==> src/rtl/pwrseq_pkg.sv <==
package pwrseq_pkg;
  typedef enum logic [2:0] {
    S_IDLE, S_WAIT_PG, S_SETTLE, S_DONE, S_DOWN, S_FAULT
  } seq_state_e;
endpackage

==> src/rtl/pwrseq_edge_latch.sv <==
module pwrseq_edge_latch (
  input  logic clk_i,
  input  logic rst_ni,
  input  logic req_i,
  input  logic clr_i,
  output logic q_o
);
  logic prev_q;

  always_ff @(posedge clk_i or negedge rst_ni) begin
    if (!rst_ni) begin
      prev_q <= 1'b0;
      q_o    <= 1'b0;
    end else begin
      prev_q <= req_i;
      if (clr_i)                q_o <= 1'b0;
      else if (req_i && !prev_q) q_o <= 1'b1;
    end
  end
endmodule

==> src/rtl/pwrseq_timer.sv <==
module pwrseq_timer #(
  parameter int W = 8
) (
  input  logic         clk_i,
  input  logic         rst_ni,
  input  logic         load_i,
  input  logic [W-1:0] val_i,
  output logic         expired_o
);
  logic [W-1:0] cnt_q;

  always_ff @(posedge clk_i or negedge rst_ni) begin
    if (!rst_ni)             cnt_q <= '0;
    else if (load_i)         cnt_q <= val_i;
    else if (cnt_q != '0)    cnt_q <= cnt_q - 1'b1;
  end

  assign expired_o = (cnt_q == '0);
endmodule

==> src/rtl/pwrseq_core.sv <==
module pwrseq_core
  import pwrseq_pkg::*;
#(
  parameter int NUM_RAILS = 3,
  parameter int TO_CYC    = 20,
  parameter int ST_CYC    = 5
) (
  input  logic                 clk_i,
  input  logic                 rst_ni,
  input  logic                 seq_en_i,
  input  logic                 hs_pg_i,
  input  logic [NUM_RAILS-1:0] rail_pg_i,
  output logic [NUM_RAILS:0]   en_o,
  output logic                 done_o,
  output logic                 fault_o,
  output logic                 fault_evt_o
);
  localparam int MAXC = (TO_CYC > ST_CYC) ? TO_CYC : ST_CYC;
  localparam int CW   = $clog2(MAXC + 1);
  localparam int IW   = $clog2(NUM_RAILS + 1);
  localparam logic [IW-1:0] LAST = IW'(NUM_RAILS - 1);

  seq_state_e          state_q, state_d;
  logic [NUM_RAILS:0]  en_q, en_d;   // thermometer, bit NUM_RAILS = arm
  logic [IW-1:0]       idx_q, idx_d;
  logic                ld, expired, active;
  logic [CW-1:0]       ld_val;

  pwrseq_timer #(.W(CW)) u_timer (
    .clk_i(clk_i), .rst_ni(rst_ni), .load_i(ld), .val_i(ld_val),
    .expired_o(expired)
  );

  assign active = (state_q == S_WAIT_PG) || (state_q == S_SETTLE) ||
                  (state_q == S_DONE);

  always_comb begin
    state_d = state_q;
    en_d    = en_q;
    idx_d   = idx_q;
    ld      = 1'b0;
    ld_val  = '0;
    if (state_q != S_IDLE && state_q != S_FAULT && !hs_pg_i) begin
      state_d = S_FAULT;
    end else if (active && !seq_en_i) begin
      state_d = S_DOWN;
      ld      = 1'b1;
      ld_val  = CW'(ST_CYC - 1);
    end else begin
      unique case (state_q)
        S_IDLE, S_FAULT: if (seq_en_i) begin
          state_d = S_WAIT_PG;
          en_d    = '0;
          en_d[0] = 1'b1;
          idx_d   = '0;
          ld      = 1'b1;
          ld_val  = CW'(TO_CYC - 1);
        end
        S_WAIT_PG: begin
          if (rail_pg_i[idx_q]) begin
            state_d = S_SETTLE;
            ld      = 1'b1;
            ld_val  = CW'(ST_CYC - 1);
          end else if (expired) begin
            state_d = S_FAULT;
          end
        end
        S_SETTLE: if (expired) begin
          en_d = {en_q[NUM_RAILS-1:0], 1'b1};
          if (idx_q == LAST) begin
            state_d = S_DONE;
          end else begin
            idx_d   = idx_q + 1'b1;
            state_d = S_WAIT_PG;
            ld      = 1'b1;
            ld_val  = CW'(TO_CYC - 1);
          end
        end
        S_DONE: ;
        S_DOWN: if (expired) begin
          en_d = en_q >> 1;
          if (!en_q[1]) state_d = S_IDLE;
          else begin
            ld     = 1'b1;
            ld_val = CW'(ST_CYC - 1);
          end
        end
        default: state_d = S_FAULT;
      endcase
    end
    if (state_d == S_FAULT) en_d = '0;
  end

  always_ff @(posedge clk_i or negedge rst_ni) begin
    if (!rst_ni) begin
      state_q <= S_IDLE;
      en_q    <= '0;
      idx_q   <= '0;
    end else begin
      state_q <= state_d;
      en_q    <= en_d;
      idx_q   <= idx_d;
    end
  end

  assign en_o        = en_q;
  assign done_o      = (state_q == S_DONE);
  assign fault_o     = (state_q == S_FAULT);
  assign fault_evt_o = (state_d == S_FAULT) && (state_q != S_FAULT);

  p_start_gate_r1: assert property (@(posedge clk_i) disable iff (!rst_ni)
    $rose(en_q[0]) |-> $past(seq_en_i));

  for (genvar i = 1; i <= NUM_RAILS; i++) begin : g_order
    p_order_r2: assert property (@(posedge clk_i) disable iff (!rst_ni)
      en_q[i] |-> en_q[i-1]);
  end

  p_timeout_r3: assert property (@(posedge clk_i) disable iff (!rst_ni)
    (state_q == S_WAIT_PG && hs_pg_i && seq_en_i && !rail_pg_i[idx_q] && expired)
    |=> fault_o);

  p_fault_off_r7: assert property (@(posedge clk_i) disable iff (!rst_ni)
    fault_o |-> (en_q == '0));

  p_hs_drop_r7: assert property (@(posedge clk_i) disable iff (!rst_ni)
    (!hs_pg_i && en_q != '0) |=> (en_q == '0));
endmodule

==> src/rtl/pwr_seq_ctrl.sv <==
module pwr_seq_ctrl #(
  parameter int NUM_RAILS     = 3,
  parameter int CLK_MHZ       = 100,
  parameter int PG_TIMEOUT_US = 47000,
  parameter int SETTLE_US     = 2200
) (
  input  logic                 clk_i,
  input  logic                 rst_ni,
  input  logic                 hs_pg_i,
  input  logic                 up_req_i,
  input  logic                 down_req_i,
  input  logic                 pa_req_i,
  input  logic [NUM_RAILS-1:0] rail_pg_i,
  input  logic                 pa_pg_i,
  output logic [NUM_RAILS-1:0] rail_en_o,
  output logic                 arm_o,
  output logic                 pa_en_o,
  output logic                 done_o,
  output logic                 fault_o,
  output logic [3:0]           status_o
);
  localparam int TO_CYC = CLK_MHZ * PG_TIMEOUT_US;
  localparam int ST_CYC = CLK_MHZ * SETTLE_US;

  logic dn_prev_q, dn_rise, fault_evt, req_clr;
  logic up_q, pa_q, seq_en;
  logic [NUM_RAILS:0] en;

  always_ff @(posedge clk_i or negedge rst_ni) begin
    if (!rst_ni) dn_prev_q <= 1'b0;
    else         dn_prev_q <= down_req_i;
  end

  assign dn_rise = down_req_i && !dn_prev_q;
  assign req_clr = dn_rise || fault_evt;

  pwrseq_edge_latch u_up_latch (
    .clk_i(clk_i), .rst_ni(rst_ni), .req_i(up_req_i), .clr_i(req_clr), .q_o(up_q)
  );

  pwrseq_edge_latch u_pa_latch (
    .clk_i(clk_i), .rst_ni(rst_ni), .req_i(pa_req_i), .clr_i(req_clr), .q_o(pa_q)
  );

  assign seq_en = up_q && hs_pg_i;

  pwrseq_core #(.NUM_RAILS(NUM_RAILS), .TO_CYC(TO_CYC), .ST_CYC(ST_CYC)) u_core (
    .clk_i(clk_i), .rst_ni(rst_ni), .seq_en_i(seq_en), .hs_pg_i(hs_pg_i),
    .rail_pg_i(rail_pg_i), .en_o(en), .done_o(done_o), .fault_o(fault_o),
    .fault_evt_o(fault_evt)
  );

  assign rail_en_o = en[NUM_RAILS-1:0];
  assign arm_o     = en[NUM_RAILS];
  assign pa_en_o   = arm_o && pa_q;
  assign status_o  = {pa_pg_i, pa_q, done_o, seq_en};

  p_pa_after_done_r5: assert property (@(posedge clk_i) disable iff (!rst_ni)
    pa_en_o |-> done_o);
endmodule

==> config.mk <==
export PLATFORM = sky130hd
export DESIGN_NAME = pwr_seq_ctrl
export DESIGN_NICKNAME = d
export VERILOG_FILES = /design/src/rtl/pwrseq_pkg.sv /design/src/rtl/pwrseq_edge_latch.sv /design/src/rtl/pwrseq_timer.sv /design/src/rtl/pwrseq_core.sv /design/src/rtl/pwr_seq_ctrl.sv
export SDC_FILE = /design/constraint.sdc
export NUM_CORES = 1
export LEC_CHECK = 0
export BUFFER_PORTS_ARGS = -buffer_cell sky130_fd_sc_hd__buf_2
export CAP_MARGIN = 15
export CORE_AREA = 2 2 69 71
export DETAILED_ROUTE_END_ITERATION = 8
export DIE_AREA = 0 0 71 73
export HOLD_SLACK_MARGIN = 0.05
export PLACE_DENSITY = 0.72
export SYNTH_ARGS = -nofsm -noshare
export SYNTH_HDL_FRONTEND = slang
export SYNTH_HIERARCHICAL = 1
export SYNTH_SLANG_ARGS = --single-unit
==> constraint.sdc <==
create_clock -name clk_i -period 8.1 [get_ports clk_i]
set_input_delay 0.405 -clock clk_i [delete_from_list [all_inputs] [get_ports clk_i]]
set_output_delay 0.405 -clock clk_i [all_outputs]
set_load 0.05 [all_outputs]
==> Yosys cells after proc, flatten, opt, wreduce, memory -nomap -nowiden <==
Index checks and enable logic that the tools add are counted.
{ "word_totals": {"out_inout_bits": 11, "register_bits": 37} }
{ "op_classes": {"n_mux": 47, "n_reduce_logical": 29, "n_eq_ne": 16, "n_addsub": 2, "order_cmp": 1, "bitwise_logic": 2} }
{ "ops": {"columns": ["cell", "count"], "rows": [
  ["two-way mux 23 bit", 8],
  ["case mux 23 bit (4 select lines)", 1],
  ["two-way mux 18 bit", 2],
  ["two-way mux 3 bit", 8],
  ["two-way mux 4 bit", 6],
  ["logical NOT 23 bit", 1],
  ["nonzero test 23 bit", 1],
  ["subtractor 23 x 1 -> 23 bit (second input constant)", 1],
  ["case mux 3 bit (5 select lines)", 1],
  ["two-way mux 1 bit", 13],
  ["case mux 4 bit (3 select lines)", 1],
  ["AND reduction 6 bit", 2],
  ["== test 3 bit (second input constant)", 3],
  ["logical AND 1 bit", 9],
  ["two-way mux 2 bit", 4],
  ["nonzero test 2 bit", 4],
  ["== test 3 x 2 -> 1 bit (second input constant)", 2],
  ["!= test 2 bit (second input constant)", 3],
  ["!= test 3 x 1 -> 1 bit (second input constant)", 2],
  ["logical NOT 1 bit", 5],
  ["!= test 2 x 1 -> 1 bit (second input constant)", 2],
  ["case mux 1 bit (4 select lines)", 1],
  ["case mux 2 bit (2 select lines)", 1],
  ["nonzero test 4 bit", 1],
  ["other kinds (12)", 15]
]} }

==> Logic depth before layout (Yosys ltp) <==
{ "depth": {"word_depth": 10, "mapped_depth": 12, "mapped_depth_nobuf": 11} }

==> Cells and area by module <==
Netlist, hierarchy kept.
{ "modules_own_cells": {"columns": ["mod", "area_each_um2", "cells_per_inst", "instances", "seq_area_each_um2"], "rows": [
  ["pwrseq_timer", 1305.0, 143, 1, 575.6],
  ["pwrseq_core", 825.8, 92, 1, 225.2],
  ["pwrseq_edge_latch", 68.8, 5, 2, 50.0],
  ["pwr_seq_ctrl", 78.8, 9, 1, 25.0]
]} }

==> Least setup slack after synthesis <==
OpenSTA, ideal clock, no wires.
{ "synth_timing": {"path_kind": "flip-flop to flip-flop", "start": "register u_core.u_timer.cnt_q[12]", "end": "register u_core.u_timer.cnt_q[15]", "stages_incl_launch_ff": 12, "arrival_time_ps": 2876, "path_buffers": 3, "period_less_slack_ps": 3009, "setup_ps": 133, "required_time_ps": 7967, "setup_slack_ps": 5091, "path_cell_list": "dfrtp_1 > nor4_1 > and4_2 > and3_1 > buf_2 > a32oi_1 > o32ai_1 > a221o_1 > clkdlybuf4s50_2 > or2_2 > clkbuf_1 > o21ai_0"} }
{ "synth_via": {"elab_chain_cells": 6, "elab_cells_between_ends": 16, "cone_classes": "add/sub (1); mux (12); reduce/logical (3)"} }
{ "synth_lines": {"columns": ["element", "line", "rtl"], "rows": [
  ["from (decl)", "pwrseq_timer.sv:10", "logic [W-1:0] cnt_q;"],
  ["from (signal assigned)", "pwrseq_timer.sv:14", "else if (load_i) cnt_q <= val_i;"],
  ["from (signal assigned)", "pwrseq_timer.sv:15", "else if (cnt_q != '0) cnt_q <= cnt_q - 1'b1;"],
  ["logical NOT 23 bit (*)", "pwrseq_timer.sv:18", "assign expired_o = (cnt_q == '0);"],
  ["via u_core.expired", "pwrseq_core.sv:26", "logic ld, expired, active;"],
  ["two-way mux 1 bit, on equally long branches", "pwrseq_core.sv:80, pwrseq_core.sv:68", null],
  ["case mux 1 bit (4 select lines) (*)", "pwrseq_core.sv:50", "unique case (state_q)"],
  ["two-way mux 1 bit (*)", "pwrseq_core.sv:45", "end else if (active && !seq_en_i) begin"],
  ["two-way mux 1 bit (*)", "pwrseq_core.sv:43", "if (state_q != S_IDLE && state_q != S_FAULT && !hs_pg_i) begin"],
  ["via u_core.ld", "pwrseq_core.sv:26", null],
  ["two-way mux 23 bit or nonzero test 2 bit (tied branches)", null, null]
]} }
The timed path passes the listed nets; every way through them passes the cells marked *. The select of a mux whose other input is x is not followed.
A chain may end at the register's enable or synchronous reset.

==> Final worst setup path <==
{ "layout_timing": {"start": "register u_core.u_timer.cnt_q[12]", "end": "register u_core.u_timer.cnt_q[20]"} }
Same word-level chain as after synthesis.

==> results.md <==
* Vias in the first global route at 1855
* Mean post-synth cell area at 9.24 um2
* Mapped cell area at 2350 um2
* Die W at between 70 and 80 um
* Die ar. at 5180 um2
* Post-route cell area at 2480 um2
* Setup violators final at 0
* PortBufs at 18
* Endpoints failing hold at 0
* Max stage delay on crit path at 0.82 ns
* R2r startpoint: u_core/u_timer/cnt_q[12]$_DFFE_PN0P_
* Row count at 25
* Most frequent cells in the layout: 37 x dfrtp_1, 32 x nand2_1, 18 x buf_2, 18 x o21ai_0, 15 x xnor2_1
* Status: finished clean
* Kind of critical path: flop to flop
* CORE AREA at between 4000 and 5000 um2
* Critical path peak fanout at 33
* Seq/Total Area, Yosys at 39.4%
* IO Pins at 21
* Routed via count at 1860
* CP delay by family, top: simple AND/OR/NAND/NOR gates
* Fin crit share at 45.6%
* Dominant synthesized flop cell: dfrtp_1
* Max Slew Vio Count at 0
* Number of clock sinks at 37
* GPL Wtd Cong at 0.814
* Vias per inst at 5.81
* Reg2Reg Depth at 8
* Worst skew pair latency at 0.28 ns
* Routed length per instance at 14.5 um
* DRT antenna net count at 0
* Cells after synthesis at roughly 250
* Peak VDD IR at 0.167 mV
* First-pass GRT wire length at 8.40 mm
* CTS tree: built
* Hold Slack at 0.213 ns
* Post-Route Skew at 0.00515 ns
* Worst min path class: primary input to async pin
* Synth-to-layout area growth at 5.60%
* CP required at 8.25 ns
* Initial DRC count at 83
* Final WL at 4.64 mm
* RSZ-0062 raised after global routing: false
* Cell variety after synth at 62
* Die height at 73 um
* Post-DP HPWL at 3.26 mm
* # hold bufs at CTS at 0
* DRC at 0
* Worst setup EP type: flop
* Worst reg2reg setup slack at ~4.4 ns
* Achievable Freq at 271 MHz
* Global-route usage over all layers at 20.4%
* Synth Warn # at 6
* CTS resizes at 0
* First-pass DRT Iterations at 5
* #FFs+latches synth at 37
* Clock Tree Buf Depth at 2
* Placed cell area at 2390 um2
* P per Cell Area at 358 nW/um2
* N_diodes at 0
* Worst path depth at 8
* Slew margin rel. at 37.2%
* Worst path bufs/invs at 0
* Leak at 1.03 nW
* FILL cells at 404
* WP data arrival at between 3 and 4 ns
* Starting Density at 51.8%
* Setup Slack @ Placement at 4.43 ns
* Num CTS Buffers at 5
* Async set-reset flop share out of synthesis at 100%
* Min Tclk post-route at 3.70 ns
* Clock root cell: clkbuf_8
* Post-synth EDFFs at 0
* Crit-path cells: nor4_1 -> and4_2 -> and3_1 -> a32oi_1 -> o32ai_1 -> a221o_1 -> or2_2 -> o21ai_0
* Post-route setup TNS at 0 ns
* FF-to-FF End: u_core/u_timer/cnt_q[20]$_DFFE_PN0P_
* Crit start category: flop
* Initial antenna violation count at 0
* Share of cells above drive strength 1 at 17.3%
* Tightest Pin Transition at 0.942 ns
* Post-CTS Setup Bufs at 0
* MaxCap Viol Count at 0
* Commonest non-fill, non-tap cell in the layout: dfrtp_1
* Final nets at 278
* H-tree Lvls at 2
* Largest net degree at the start of global routing at 38
* CTS clk-pin slew, worst paths at 0.07 ns
* PnR worst setup slack at 4.40 ns
* Total grt overflow at 0
* Worst path slowest cell: a221o_1
[per-layer routing]
layer	vias up	track usage, %	part of all wire [%]
met4	0	7.34	1.4
met3	8	4.56	4.4
met1	899	26.3	45
li1	916	-	-
met2	37	34.0	49
met5	-	0	0
[registers in the layout, summed over array words and instances (netlist names), 2 cells and up]
signal	count
u_core/u_timer/cnt_q	23
u_core/en_o	4
u_core/state_q	3
u_core/idx_q	2
[worst max-delay path by stage]
stage                                          from                                   end  slack [ns]
2_1_floorplan  u_core/u_timer/cnt_q[12]$_DFFE_PN0P_  u_core/u_timer/cnt_q[15]$_DFFE_PN0P_        5.09
3_3_place_gp   u_core/u_timer/cnt_q[12]$_DFFE_PN0P_  u_core/u_timer/cnt_q[19]$_DFFE_PN0P_        4.53
3_5_place_dp   u_core/u_timer/cnt_q[12]$_DFFE_PN0P_  u_core/u_timer/cnt_q[20]$_DFFE_PN0P_        4.43
4_1_cts        u_core/u_timer/cnt_q[12]$_DFFE_PN0P_  u_core/u_timer/cnt_q[20]$_DFFE_PN0P_        4.42
5_1_grt        u_core/u_timer/cnt_q[12]$_DFFE_PN0P_  u_core/u_timer/cnt_q[19]$_DFFE_PN0P_        3.98
6_report       u_core/u_timer/cnt_q[12]$_DFFE_PN0P_  u_core/u_timer/cnt_q[20]$_DFFE_PN0P_        4.40
[area by class of cell]
class                           instances  area [um2]  share of cell area (%)
Tap cell                               54        67.6                    2.73
Sequential cell                        37         926                    37.4
Clock buffer                            7        86.3                    3.48
Timing Repair Buffer                   18        90.1                    3.63
Multi-Input combinational cell        191        1260                    50.8
Inverter                               13        48.8                    1.97
[stage by stage]
step	std cells	utilization, %	total power (W)
finish	320	54.6	0.000888
global route	320	54.6	0.000971
CTS	320	54.6	0.000893
detailed placement	313	52.7	0.000763
global placement	313	52.7	0.000752
floorplan	258	-	0.000706
[kinds of logic (layout without fill, tap and decap cells)]
group                    Yosys count  count (layout)  synth area share, %
other                              1               5                0.160
AO/OA/AOI/OAI                     60              60                 19.1
AND/OR/NAND/NOR                  101             101                 23.7
multiplexers                       6               6                 2.72
flip-flops                        37              37                 39.4
buffers and inverters             30              38                 7.52
XOR/XNOR                          17              17                 6.34
adder cells (fa/ha/maj)            2               2                 1.07
[Yosys cell counts, drive strengths merged (2+ instances only)]
cell type  instances  area, um2
a211oi             2       20.0
nand4              2       12.5
xnor2             15        131
nor2b              4       25.0
clkbuf             3       11.3
nor4              11       83.8
or4                4       37.5
o21ai             19       95.1
or2                3       21.3
nor3b              2       20.0
or3                2       12.5
a31oi              2       27.5
nor2              15       61.3
nand3b             2       15.0
and2               4       25.0
nand3              3       15.0
buf               13        105
mux2i              3       30.0
dfrtp             37        926
nor3               9       50.1
xor2               2       17.5
and3               2       12.5
ha                 2       25.0
a21o               4       30.0
inv               13       48.8
o31ai              6       45.0
nand2             32        120
o32ai              2       25.0
a221o              2       20.0
a21oi             12       82.6
nand2b             4       25.0
a32o               2       20.0
mux2               3       33.8
[power breakdown]
group,switching (W),internal (W)
registers,0.0000789,0.000248
logic,0.000261,0.000172
clock network,0.0000594,0.0000674
No activity file was read; power rests on OpenSTA's default activity.
